`config.mk`:
```
export PLATFORM = sky130hd
export DESIGN_NAME = pr4_ml_detector
export DESIGN_NICKNAME = d
export VERILOG_FILES = /design/src/rtl/pr4_ml_detector.sv
export SDC_FILE = /design/constraint.sdc
export NUM_CORES = 1
export LEC_CHECK = 0
export ABC_AREA = 0
export BUFFER_PORTS_ARGS = -buffer_cell sky130_fd_sc_hd__clkbuf_2
export CAP_MARGIN = 20
export CORE_UTILIZATION = 50
export CTS_CLUSTER_SIZE = 28
export DETAILED_ROUTE_END_ITERATION = 6
export PLACE_DENSITY = 0.66
export SLEW_MARGIN = 10
export SYNTH_ARGS = -nofsm -noshare
export SYNTH_HDL_FRONTEND = slang
export SYNTH_SLANG_ARGS = --single-unit
```
`constraint.sdc`:
```
create_clock -name clk -period 5.3 [get_ports clk]
set_clock_uncertainty 0.05 [all_clocks]
set_input_delay 1.06 -clock clk [delete_from_list [all_inputs] [get_ports clk]]
set_output_delay 1.06 -clock clk [all_outputs]
set_load 0.05 [all_outputs]
```
`src/rtl/pr4_ml_detector.sv`:
```
module pr4_ml_detector #(
  parameter int SW    = 4,
  parameter int AMP   = 5,
  parameter int DEPTH = 16
) (
  input  logic                 clk,
  input  logic                 rst_n,
  input  logic                 in_valid,
  input  logic signed [SW-1:0] in_sample,
  output logic                 out_valid,
  output logic                 out_bit
);
  localparam int DW  = SW + 3;
  localparam int CW  = DW + 2;
  localparam int LAT = 2 * DEPTH - 2;
  localparam int NW  = $clog2(LAT + 1);
  localparam logic signed [DW-1:0] DM_INIT = {1'b0, {(DW-1){1'b1}}};
  localparam logic signed [CW-1:0] AMPC    = CW'(AMP);

  logic              phase;
  logic [NW-1:0]     fill;
  logic [1:0]        oldest;
  logic signed [CW-1:0] zs;

  assign zs = {{(CW-SW-1){in_sample[SW-1]}}, in_sample, 1'b0};

  for (genvar h = 0; h < 2; h++) begin : g_half
    logic signed [DW-1:0] dm;
    logic signed [DW-1:0] dm_nx;
    logic signed [CW-1:0] dmx, up_val, dn_val;
    logic [DEPTH-2:0]     sv0, sv1, base0, base1;
    logic                 up, dn, take;

    assign dmx    = {{2{dm[DW-1]}}, dm};
    assign up     = zs > (AMPC - dmx);
    assign dn     = zs < (-dmx - AMPC);
    assign up_val = AMPC - zs;
    assign dn_val = -zs - AMPC;
    assign dm_nx  = up ? up_val[DW-1:0] : (dn ? dn_val[DW-1:0] : dm);
    assign base0  = dn ? sv1 : sv0;
    assign base1  = up ? sv0 : sv1;
    assign take   = in_valid && (phase == 1'(h));
    assign oldest[h] = base0[DEPTH-2];

    always_ff @(posedge clk or negedge rst_n) begin
      if (!rst_n) begin
        dm  <= DM_INIT;
        sv0 <= '0;
        sv1 <= '0;
      end else if (take) begin
        dm  <= dm_nx;
        sv0 <= {base0[DEPTH-3:0], 1'b0};
        sv1 <= {base1[DEPTH-3:0], 1'b1};
      end
    end
  end

  always_ff @(posedge clk or negedge rst_n) begin
    if (!rst_n) begin
      phase     <= 1'b0;
      fill      <= '0;
      out_valid <= 1'b0;
      out_bit   <= 1'b0;
    end else begin
      out_valid <= in_valid && (fill == NW'(LAT));
      if (in_valid) begin
        phase   <= ~phase;
        out_bit <= oldest[phase];
        if (fill != NW'(LAT)) fill <= fill + 1'b1;
      end
    end
  end
endmodule

```
# Word level (Yosys, flattened, before mapping)

Cells that the tools add are included.
Widths: inputs -> output; s select.

Register bits after elaboration: 80
Output and inout bits: 2
Logic and storage cells: 46
Bits of input ports: 7

Reductions and logical operators: 8
Muxes and demuxes: 10
Order comparisons: 5
Equality and inequality tests: 2
Add/sub/neg operators: 10
Bitwise operators: 1

Operators with widths:

| operator            | count |
|---|---|
| $mux 15             | 2 |
| $mux 14             | 2 |
| $mux 7              | 4 |
| $lt 5x9->1          | 2 |
| $neg 7->9           | 2 |
| $sub 9x4->9 const B | 2 |
| $gt 5x8->1          | 2 |
| $sub 4x7->8 const A | 2 |
| $neg 5->7           | 1 |
| $sub 7x4->7 const B | 1 |
| $reduce_and 2->1    | 3 |
| $sub 4x5->6 const A | 1 |
| $add 5x1->5 const B | 1 |
| $eq 5x5->1 const B  | 1 |
| $ne 5x5->1 const B  | 1 |
| $reduce_bool 2->1   | 2 |
| $logic_and 1x1->1   | 3 |
| $lt 1x2->1 const B  | 1 |
| $mux 1              | 2 |
| $not 1->1           | 1 |

# Longest topological paths before layout

Gate-level depths: netlist of the first run.

Depth in word-level cells: 6
Gate-level depth with buffers: 14
Mapped depth without buffers: 11

# Worst setup path before layout of the first run

OpenSTA, ideal clock, no wires.

Kind: register to register
From: register g_half[0].dm[3]
To: register g_half[0].dm[6]
Arrival: 2.884 ns
Clock period less this slack: 3.058 ns
Required time: 5.126 ns
Cell stages (with the launch flop): 14
Library setup time: 0.124 ns
Setup slack: 2.242 ns
Path buffers: 2
Path through: dfstp_2 clkbuf_1 inv_1 ha_1 a21oi_1 nor3_1 xnor2_1 ha_1 nand4_1 a21o_1 a221o_1 buf_4 a21o_1 a211o_1

Cells in the longest elaborated chain, start to end: 5
Elaborated cells between the ends (all ways): 8
Those cells by class: add/sub (3); order compare (2); mux (1); reduce/logical (2)

Ends and longest elaborated chain:

| item                               | line | RTL |
|---|---|---|
| start, declared                    | 28   | `logic signed [DW-1:0] dm;` |
| start signal, assigned             | 51   | `dm <= dm_nx;` |
| $neg 7->9                          | 36   | `assign dn = zs < (-dmx - AMPC);` |
| $sub 9x4->9                        | 36   |  |
| $lt 5x9->1                         | 36   |  |
| $reduce_bool 2->1 (no source line) | n/a  |  |
| $reduce_and 2->1 (no source line)  | n/a  |  |

Several ways; a longest one is shown, not always the timed one.
A chain may end at the register's enable or synchronous reset.

# Final worst setup path of the first run

From: register g_half[1].dm[3]
To: register g_half[1].dm[6]

Cells in the longest elaborated chain, start to end: 5
Elaborated cells between the ends (all ways): 8
Those cells by class: add/sub (3); order compare (2); mux (1); reduce/logical (2)

Ends and longest elaborated chain:

| item                               | line |
|---|---|
| start, declared                    | 28 |
| start signal, assigned             | 51 |
| $neg 7->9                          | 36 |
| $sub 9x4->9                        | 36 |
| $lt 5x9->1                         | 36 |
| $reduce_bool 2->1 (no source line) | n/a |
| $reduce_and 2->1 (no source line)  | n/a |

Several ways; a longest one is shown, not always the timed one.

==> impl_results.md, run 1 <==
* Outcome: completed
* Crit-path max FO at 16
* Worst setup SP type: flip-flop
* Buffers on Ports at 8
* Critical Path RT at roughly 5.5 ns
* Hold crit path type: flip-flop to flip-flop
* Cts bufs inserted at 9
* P&R area growth vs syn at 7.60%
* Worst-Skew Late Latency at around 0.35 ns
* Worst Setup EP: g_half[1].dm[6]
* Slew HR at 35.6%
* Final critical-path share of the clock period at 64.9%
* Die Height at 99.7 microns
* PwrDens at roughly 650 nW/um^2
* Worst IR Drop VDD at around 0.35 mV
* Dpl ws at 1.65 ns
* Syn avg cell area at 10.0 sq um
* Core Footprint at 9240 sq um
* Crit path arrival time at 3.62 ns
* Cells after DPL at 591
* Deepest clock path buffer count at 2
* Reg clk slew, reported paths at 0.07 ns
* Top_reg_cell synth: dfrtp_1
* Synthesized cell area at ~4800 sq um
* CTS tree: yes
* Worst R2R Setup Slack at roughly 1.9 ns
* Share of layout cells above drive strength 1 at 9.83%
* Crit end category: flip-flop
* EDFF count, synth at 0
* Max_cap viols at 0
* Seq cells post-synth at 78
* Row count at 35
* Clk sinks at 78
* Post-route ant nets at 0
* Asr flop ratio synth at 100%
* CP startpoint: g_half[1].dm[3]
* Vias in the first global route at 3180
* Post-CTS Hold Fix Bufs at 0
* YS warnings at 0
* Post-CTS setup buffers at 0
* Core Util, Final at between 50% and 60%
* # fillers at 832
* Post-Synthesis Cells at 477
* Tot GR Track Use at 20.0%
* RSZ-0062 raised after global routing: no
* Non-Filler Instances at 607
* CTS resizes at 0
* Drt drc at 0
* R2R Path Start: g_half[1].dm[3]
* Via Count at 3288
* Final setup vio count at 0
* Starting density of the core at between 50% and 60%
* Syn_nets at 529
* Sequential-to-total area share from yosys stat at 41.2%
* Initial DRC count at 231
* Fin nets at 525
* Share of the synthesized area in the top cell type at a little over a third
* WL per Instance at 14.8 microns
* R2R cell count at 11
* WL final at 8960 microns
* Largest net degree at the start of global routing at 79
* Htree depth at 3
* Synth area leaders: dfrtp_1 (36%), ha_1 (12%), mux2i_1 (12%)
* Root Driver: clkbuf_8
* Pins over their slew limit at 0
* Cell variety after synth at 45
* GRT Residual Overflow at 0
* First-pass GRT wire length at between 15000 and 20000 microns
* DP HPWL at 6200 microns
* Die area at about 9900 sq um
* Placer's final routability congestion estimate at 0.818
* Tmin final at 3.44 ns
* Initial antenna violation count at 0
* Fin worst setup slack at between 1.5 and 2 ns
* Final hold vios at 0
* Worst Setup Path Type: flip-flop to flip-flop
* TritonRoute pass-1 iters at 5
* I/O pin count at 9
* Die width at 99.7 microns
* Drt via density at 5.42
* Yosys top cell by area: dfrtp_1
* Fmax at 291 MHz
* Slew @ Worst Pin at 0.966 ns
* Antenna Cells at 0
* Setup TNS at 0 ns
* Worst R2R End: g_half[1].dm[6]
* P_leak at approximately 2.4 nW
-- state kept, by name, indices dropped and copies added (netlist names) --
register / cells
fill: 5
g_half.dm: 12
phase: 1
out_bit: 1
out_valid: 1
g_half.sv0: 28
g_half.sv1: 30
-- worst max-delay path: stages (launching register included) --
cell     delay (ns)
dfstp_2        0.63
inv_1          0.09
ha_1           0.18
a21oi_1        0.24
nor3_1         0.09
xnor2_1        0.15
ha_1           0.34
nand4_1        0.13
a21o_1         0.21
a21oi_4        0.56
o21ai_1        0.27
a221o_1        0.39
-- per-layer routing --
metal  global-route usage [%]  part of all wire, %
met5                        0                    0
met1                     28.4                   51
met2                     31.6                   46
met4                     6.11                 0.95
met3                     3.23                  2.1
-- stage by stage --
stage | area (sq um) | hold slack [ns] | power, W
6_report | 5140 | 0.429 | 0.00331
4_1_cts | 5140 | 0.429 | 0.00334
3_3_place_gp | 4900 | 0.411 | 0.00275
2_1_floorplan | 4770 | 0.395 | 0.00248
5_1_grt | 5140 | 0.462 | 0.00360
3_5_place_dp | 4900 | 0.415 | 0.00281
-- placed cells by master, fill, tap and decap left out, types with 7 or more instances in the layout --
| cell | count |
|---|---|
| o21ai_0 | 60 |
| nand3_1 | 7 |
| clkbuf_2 | 7 |
| nand4_1 | 7 |
| dfrtp_1 | 68 |
| clkbuf_8 | 9 |
| dfstp_2 | 10 |
| xnor2_1 | 16 |
| ha_1 | 45 |
| inv_1 | 20 |
| nand2_1 | 64 |
| a21o_1 | 8 |
| nor3_1 | 12 |
| mux2i_1 | 55 |
| nor2_1 | 13 |
-- cells in the mapped netlist (3+ instances only) --
| cell type | n |
|---|---|
| dfrtp_1 | 68 |
| nand2_1 | 65 |
| o21ai_0 | 60 |
| mux2i_1 | 55 |
| ha_1 | 45 |
| clkbuf_1 | 20 |
| inv_1 | 20 |
| xnor2_1 | 16 |
| nor2_1 | 13 |
| nor3_1 | 12 |
| dfstp_2 | 10 |
| a21o_1 | 8 |
| nand3_1 | 7 |
| nand4_1 | 7 |
| a21oi_1 | 6 |
| a221o_1 | 5 |
| and2_1 | 5 |
| nand2b_1 | 5 |
| xor2_1 | 5 |
| a211o_1 | 4 |
| buf_4 | 4 |
| nor4b_1 | 4 |
| a22oi_1 | 3 |
-- kinds of logic (layout without fill, tap and decap cells) --
logic type / count (synthesis) / count (layout) / synth area share, %
flops: 78 / 78 / 41.2
fa+ha+maj: 45 / 45 / 11.8
mux: 56 / 56 / 11.8
compound gates: 107 / 107 / 15.2
xor+xnor: 21 / 21 / 3.85
buf+inv: 48 / 49 / 4.46
simple gates: 122 / 122 / 11.7
-- layout make-up --
class | count | area, sq um | area share [%]
Tap cell | 129 | 161 | 3.14
Clock buffer | 10 | 128 | 2.48
Multi-Input combinational cell | 351 | 2620 | 51.0
Clock inverter | 6 | 110 | 2.14
Timing Repair Buffer | 13 | 80.1 | 1.56
Inverter | 20 | 75.1 | 1.46
Sequential cell | 78 | 1960 | 38.2
-- how the worst min path moves through the flow --
stage                     startpoint                to  cells after the start  slack (ns)
CTS                          fill[4]           fill[4]                      1        0.43
finish                       fill[4]           fill[4]                      1        0.43
global placement             fill[4]           fill[4]                      1        0.41
floorplan                    fill[4]           fill[4]                      1        0.40
detailed placement           fill[4]           fill[4]                      1        0.41
global route        g_half[0].sv1[0]  g_half[0].sv1[0]                      1        0.46
-- where the power goes --
group	total [W]	switching [W]	internal (W)
registers	0.00108	0.000230	0.000851
logic	0.00170	0.000930	0.000774
clock network	0.000527	0.000215	0.000312
total	0.00331	0.00138	0.00194
Note: power is estimated with default switching activity, not from simulation.
==> inputs of run 2 (changes only) <==
Settings changed: ABC_AREA 0 to 1.
Clock period 5.3 ns to 3.2 ns, I/O delays scaled along.
==> run 2 against run 1 <==
  * Via count rose by 31%
  * Register-to-register slack got worse by 1.6 ns
  * Flip-flop and latch count did not move
  * Global-route usage rose by 0.32 points
  * Critical path depth rose by 3
  * Synthesized cell count rose by 44%
  * Sequential share of layout area fell by 3.1 points
  * Routed wire length rose by 15%
  * Utilization rose by 0.87 points
  * Largest power group unchanged
==> impl_results.md, run 2 <==
* Worst Setup Path Type: flip-flop to flip-flop
* Slowest CP cell: dfstp_2
* Drt via density at 5.21
* Most common cell in the netlist: nand2_1
* Slew HR at around 53%
* Deepest clock path buffer count at 2
* GRT Residual Overflow at 0
* Dpl ws at 0.223 ns
* Final hold vios at 0
* Crit-path max FO at 21
* Tmin final at 2.90 ns
* Post-CTS setup buffers at 0
* Yosys top cell by area: dfrtp_1
* Syn avg cell area at 7.55 sq um
* Top_reg_cell synth: dfrtp_1
* RSZ-0062 raised after global routing: no
* Asr flop ratio synth at 100%
* PwrDens at 1140 nW/um^2
* WL per Instance at about 12 microns
* YS warnings at 0
* Die Height at 104 microns
* Cells after DPL at 811
* Pins over their slew limit at 0
* Fmax at 344 MHz
* Most common cell after layout, fill and taps aside: nand2_1
* Root Driver: clkbuf_8
* Final critical-path share of the clock period at 90.7%
* R2R Path Start: g_half[1].dm[2]
* First-pass GRT wire length at 18300 microns
* Crit end category: flip-flop
* CTS tree: yes
* Top reg by flops: g_half.sv1
* DP HPWL at between 7000 and 8000 microns
* Critical Path Max Stage Delay at slightly below 0.6 ns
* Max FFs per register at 30
* Tot GR Track Use at roughly a fifth
* Post-CTS Hold Fix Bufs at 0
* Largest net degree at the start of global routing at 79
* Drt drc at 0
* Non-Filler Instances at 828
* Critical Path RT at ~3.4 ns
* Worst setup SP type: flip-flop
* Hold crit path type: primary input to async pin
* CTS resizes at 0
* Via Count at 4315
* Starting density of the core at between 50% and 60%
* Slew @ Worst Pin at about 0.7 ns
* Syn_nets at 741
* Die area at 10800 sq um
* Cts bufs inserted at 9
* Sequential-to-total area share from yosys stat at a little under two fifths
* P&R area growth vs syn at 7.58%
* Post-synth top cells: nand2_1 (175), nand3_1 (118), inv_1 (100)
* Worst IR Drop VDD at between 0.4 and 0.5 mV
* Cells along the critical path: inv_1 > ha_1 > o21bai_1 > nand3_1 > xor2_1 > ha_1 > nand2_1 > nor2_4 > a31oi_4 > nand2_4 > inv_4 > nand2_1 > nand3_1 > o21ai_0
* Overall Power at about 0.0064 W
* Cell variety after synth at 33
* Vias in the first global route at a little over 4000
* Htree depth at 3
* R2R cell count at 14
* WL final at about 10000 microns
* Most frequent cells in the layout: nand2_1 (175), nand3_1 (118), inv_1 (100)
* Core Footprint at 9910 sq um
* Share of the synthesized area in the top cell type at 32.7%
* EDFF count, synth at 0
* Synth area leaders: dfrtp_1 (33%), nand2_1 (13%), nand3_1 (11%)
* P_leak at 2.93 nW
* Worst R2R End: g_half[1].sv1[4]
* Final setup vio count at 0
* Clk sinks at 78
* Reg clk slew, reported paths at 0.08 ns
* Worst Setup EP: g_half[1].sv1[4]
* Final Hold Slack at 0.0984 ns
* I/O pin count at 9
* Post-Synthesis Cells at 689
* Worst R2R Setup Slack at 0.30 ns
* Buffers on Ports at 8
* Row count at 36
* Fin worst setup slack at 0.296 ns
* Post-route ant nets at 0
* Initial DRC count at a little under 200
* Share of layout cells above drive strength 1 at around 10%
* Worst-Skew Late Latency at 0.36 ns
* Max_cap viols at 0
* CP startpoint: g_half[1].dm[2]
* Die width at 104 microns
* Outcome: completed
* Placer's final routability congestion estimate at 0.766
* Setup TNS at 0 ns
* Seq cells post-synth at 78
* Initial antenna violation count at 0
* TritonRoute pass-1 iters at 4
* Antenna Cells at 0
* Synthesized cell area at between 5000 and 6000 sq um
* Fin nets at 742
* Crit path arrival time at 3.06 ns
* Largest regs: g_half.sv1: 30 flops, g_half.sv0: 28 flops, g_half.dm: 12 flops
==> run 2: worst min-delay path by stage <==
| stage | startpoint | end | slack (ns) | cells past startpoint |
|---|---|---|---|---|
| 6_report | rst_n | g_half[0].sv1[7] | 0.1 | 1 |
| 5_1_grt | rst_n | g_half[0].sv1[4] | 0.10 | 1 |
| 4_1_cts | fill[3] | fill[3] | 0.42 | 1 |
| 3_3_place_gp | g_half[1].sv1[0] | g_half[1].sv1[0] | 0.40 | 1 |
| 3_5_place_dp | g_half[1].sv1[0] | g_half[1].sv1[0] | 0.41 | 1 |
| 2_1_floorplan | rst_n | fill[0] | 0.29 | 0 |
==> run 2: logic make-up after synthesis <==
family,Yosys count,share of synthesized area [%]
AO/OA/AOI/OAI,78,8.16
XOR/XNOR,21,3.54
adder cells (fa/ha/maj),45,10.8
buffers and inverters,130,10.3
flip-flops,78,37.8
AND/OR/NAND/NOR,337,29.5
==> run 2: worst max-delay path: cells and delay by family, from the launching register on <==
family | cells | cell delay (ns)
compound gates | 3 | 0.51
xor+xnor | 1 | 0.21
fa+ha+maj | 2 | 0.45
buf+inv | 2 | 0.28
flops | 1 | 0.59
simple gates | 6 | 0.66
==> run 2: final cells by class <==
cell class	count	area [sq um]
fill	956	4320
clock buffer	13	169
timing repair buffer	17	130
sequential	78	1960
tap	133	166
multi-input combinational	481	2710
inverter	103	389
clock inverter	3	65.1
==> run 2: per-layer routing <==
layer	share of wire [%]	track usage, %
met5	0	0
met4	1.6	6.73
met3	2.5	2.88
met2	45	33.5
met1	51	27.6
==> run 2: through the flow <==
step | util [%] | area [sq um]
4_1_cts | 56.1 | 5560
3_5_place_dp | 53.8 | 5330
5_1_grt | 56.5 | 5590
6_report | 56.5 | 5590
3_3_place_gp | 53.8 | 5330
2_1_floorplan | - | 5200
==> run 2: power breakdown <==
part           total [W]  internal, W  switching (W)
Sequential       0.00172      0.00149       0.000225
Combinational    0.00379      0.00129        0.00251
Clock           0.000872     0.000503       0.000369
==> inputs of run 3 (changes only) <==
==> constraint.sdc (replaced) <==
create_clock -name clk -period 3.2 [get_ports clk]
set_clock_uncertainty 0.05 [all_clocks]
set_input_delay 0.32 -clock clk [delete_from_list [all_inputs] [get_ports clk]]
set_output_delay 0.32 -clock clk [all_outputs]
set_load 0.05 [all_outputs]
==> run 3 against run 2 <==
  * Hold slack improved by 0.053 ns
  * Cell count fell by 0.12%
  * Global-route usage fell by 0.26 points
  * Utilization fell by 0.39 points
  * Design area fell by 0.69%
  * Worst setup slack got worse by 0.058 ns
  * Non-clock buffer count fell by 1
  * Register-to-register slack got worse by 0.06 ns
  * Via count fell by 0.30%
  * Largest cell class unchanged
  * Largest power group unchanged
==> impl_results.md, run 3 (same netlist as run 2, synthesis figures left out) <==
* Core Util, Final at 56.1%
* Worst Hold Depth at 2
* Row count at 36
* First-pass GRT wire length at 17900 microns
* Fin nets at between 700 and 800
* Drt drc at 0
* Worst-Skew Late Latency at 0.36 ns
* Slew HR at 35.9%
* Via Count at 4302
* TritonRoute pass-1 iters at 5
* Initial DRC count at 186
* Worst Setup Path Type: flip-flop to flip-flop
* Deepest clock path buffer count at 2
* Pins over their slew limit at 0
* Cells along the critical path: inv_1 > ha_1 > o21bai_1 > nand3_1 > xor2_1 > ha_1 > nand2_1 > nor2_4 > a31oi_4 > nand2_4 > inv_4 > nand2_1 > nand3_1 > o21ai_0
* Root Driver: clkbuf_8
* Die Height at 104 microns
* Critical Path Max Stage Delay at 0.59 ns
* Crit-path max FO at 21
* Clk sinks at roughly 80
* GRT Residual Overflow at 0
* Slowest CP cell: dfstp_2
* Fin worst setup slack at 0.238 ns
* Cts bufs inserted at 9
* Htree depth at 3
* Crit path arrival time at 3.11 ns
* Worst IR Drop VDD at 0.499 mV
* Cells after DPL at 809
* Outcome: completed
* Post-CTS setup buffers at 0
* Setup TNS at 0 ns
* Vias in the first global route at just over 4000
* Buffers on Ports at 8
* Non-Filler Instances at 827
* Tmin final at between 2 and 3 ns
* Final critical-path share of the clock period at 92.5%
* Post-route ant nets at 0
* P&R area growth vs syn at 6.83%
* Placer's final routability congestion estimate at 0.775
* Overall Power at 0.00623 W
* DP HPWL at ~6900 microns
* Max_cap viols at 0
* Crit end category: flip-flop
* Max FFs per register at 30
* WL per Instance at 12.3 microns
* Final setup vio count at 0
* Worst R2R Setup Slack at 0.24 ns
* Fmax at 338 MHz
* Top reg by flops: g_half.sv1
* R2R cell count at 14
* RSZ-0062 raised after global routing: no
* Largest regs: g_half.sv1: 30 flops, g_half.sv0: 28 flops, g_half.dm: 12 flops
* Drt via density at around 5.2
* Die area at 10800 sq um
* Critical Path RT at 3.35 ns
* Hold crit path type: primary input to flip-flop
* PwrDens at 1120 nW/um^2
* WL final at 10200 microns
* Dpl ws at around 0.19 ns
* P_leak at 2.90 nW
* Largest net degree at the start of global routing at between 70 and 80
* Most frequent cells in the layout: nand2_1 (175), nand3_1 (118), inv_1 (100)
* Initial antenna violation count at 0
* Reg clk slew, reported paths at roughly 0.08 ns
* Slew @ Worst Pin at 0.961 ns
* Tot GR Track Use at 20.1%
* Final hold vios at 0
* Antenna Cells at 0
* Most common cell after layout, fill and taps aside: nand2_1
* CTS tree: yes
* Core Footprint at just under 10000 sq um
* Starting density of the core at about 52%
* I/O pin count at 9
* Share of layout cells above drive strength 1 at 9.94%
* Worst setup SP type: flip-flop
* # fillers at 912
* Die width at roughly 100 microns
[run 3: changes by cell type in the layout (fill, tap and decap cells not counted)]
cell,before,now
clkinv_4,0,1
clkbuf_8,12,10
buf_4,9,7
dlygate4sd3_1,0,1
clkinvlp_4,0,2
bufinv_16,2,1
[run 3: path summary, 6_finish.rpt]
kind	from	to
max	g_half[1].dm[2]	g_half[1].sv1[11]
min	in_valid	phase
max reg2reg	g_half[1].dm[2]	g_half[1].sv1[11]
min reg2reg	fill[3]	fill[3]
max in group asynchronous	rst_n	g_half[0].dm[2]
min in group asynchronous	rst_n	g_half[0].sv0[7]
[run 3: layout make-up]
class                           instances  area [sq um]  area share [%]
Multi-Input combinational cell        481          2710            48.8
Sequential cell                        78          1960            35.4
Inverter                              103           389            7.00
Tap cell                              133           166            3.00
Clock buffer                           11           141            2.55
Timing Repair Buffer                   16           125            2.25
Clock inverter                          5          58.8            1.06
[run 3: through the flow]
stage,area (sq um),hold slack (ns)
floorplan,5200,-0.0256
global placement,5320,0.402
detailed placement,5320,0.402
CTS,5520,0.0940
global route,5560,0.158
finish,5560,0.152
[run 3: metal layers]
layer | vias to the layer above | wire (microns) | track usage (%) | share of wire, %
met3 | 11 | 322 | 3.51 | 3.2
li1 | 2202 | - | - | -
met5 | - | 0 | 0 | 0
met1 | 2020 | 4970 | 27.2 | 49
met2 | 69 | 4730 | 32.1 | 47
met4 | 0 | 131 | 7.76 | 1.3
[run 3: power by group]
group | internal, W | total [W] | switching, W | leakage (nW)
logic | 0.00128 | 0.00376 | 0.00248 | 1.86
clock network | 0.000382 | 0.000753 | 0.000371 | 0.0955
registers | 0.00149 | 0.00172 | 0.000222 | 0.940
[run 3: timing repair]
item,4_1_cts,5_1_grt
setup endpoints to repair,0,13
hold buffers,0,1
resized for setup,0,2
endpoints found under the hold margin,0,29
[run 3: critical path: cells and delay by family (launching register included)]
kind	cells	cell delay, ns
simple gates	6	0.68
flops	1	0.59
compound gates	3	0.54
fa+ha+maj	2	0.46
buf+inv	2	0.29
xor+xnor	1	0.20
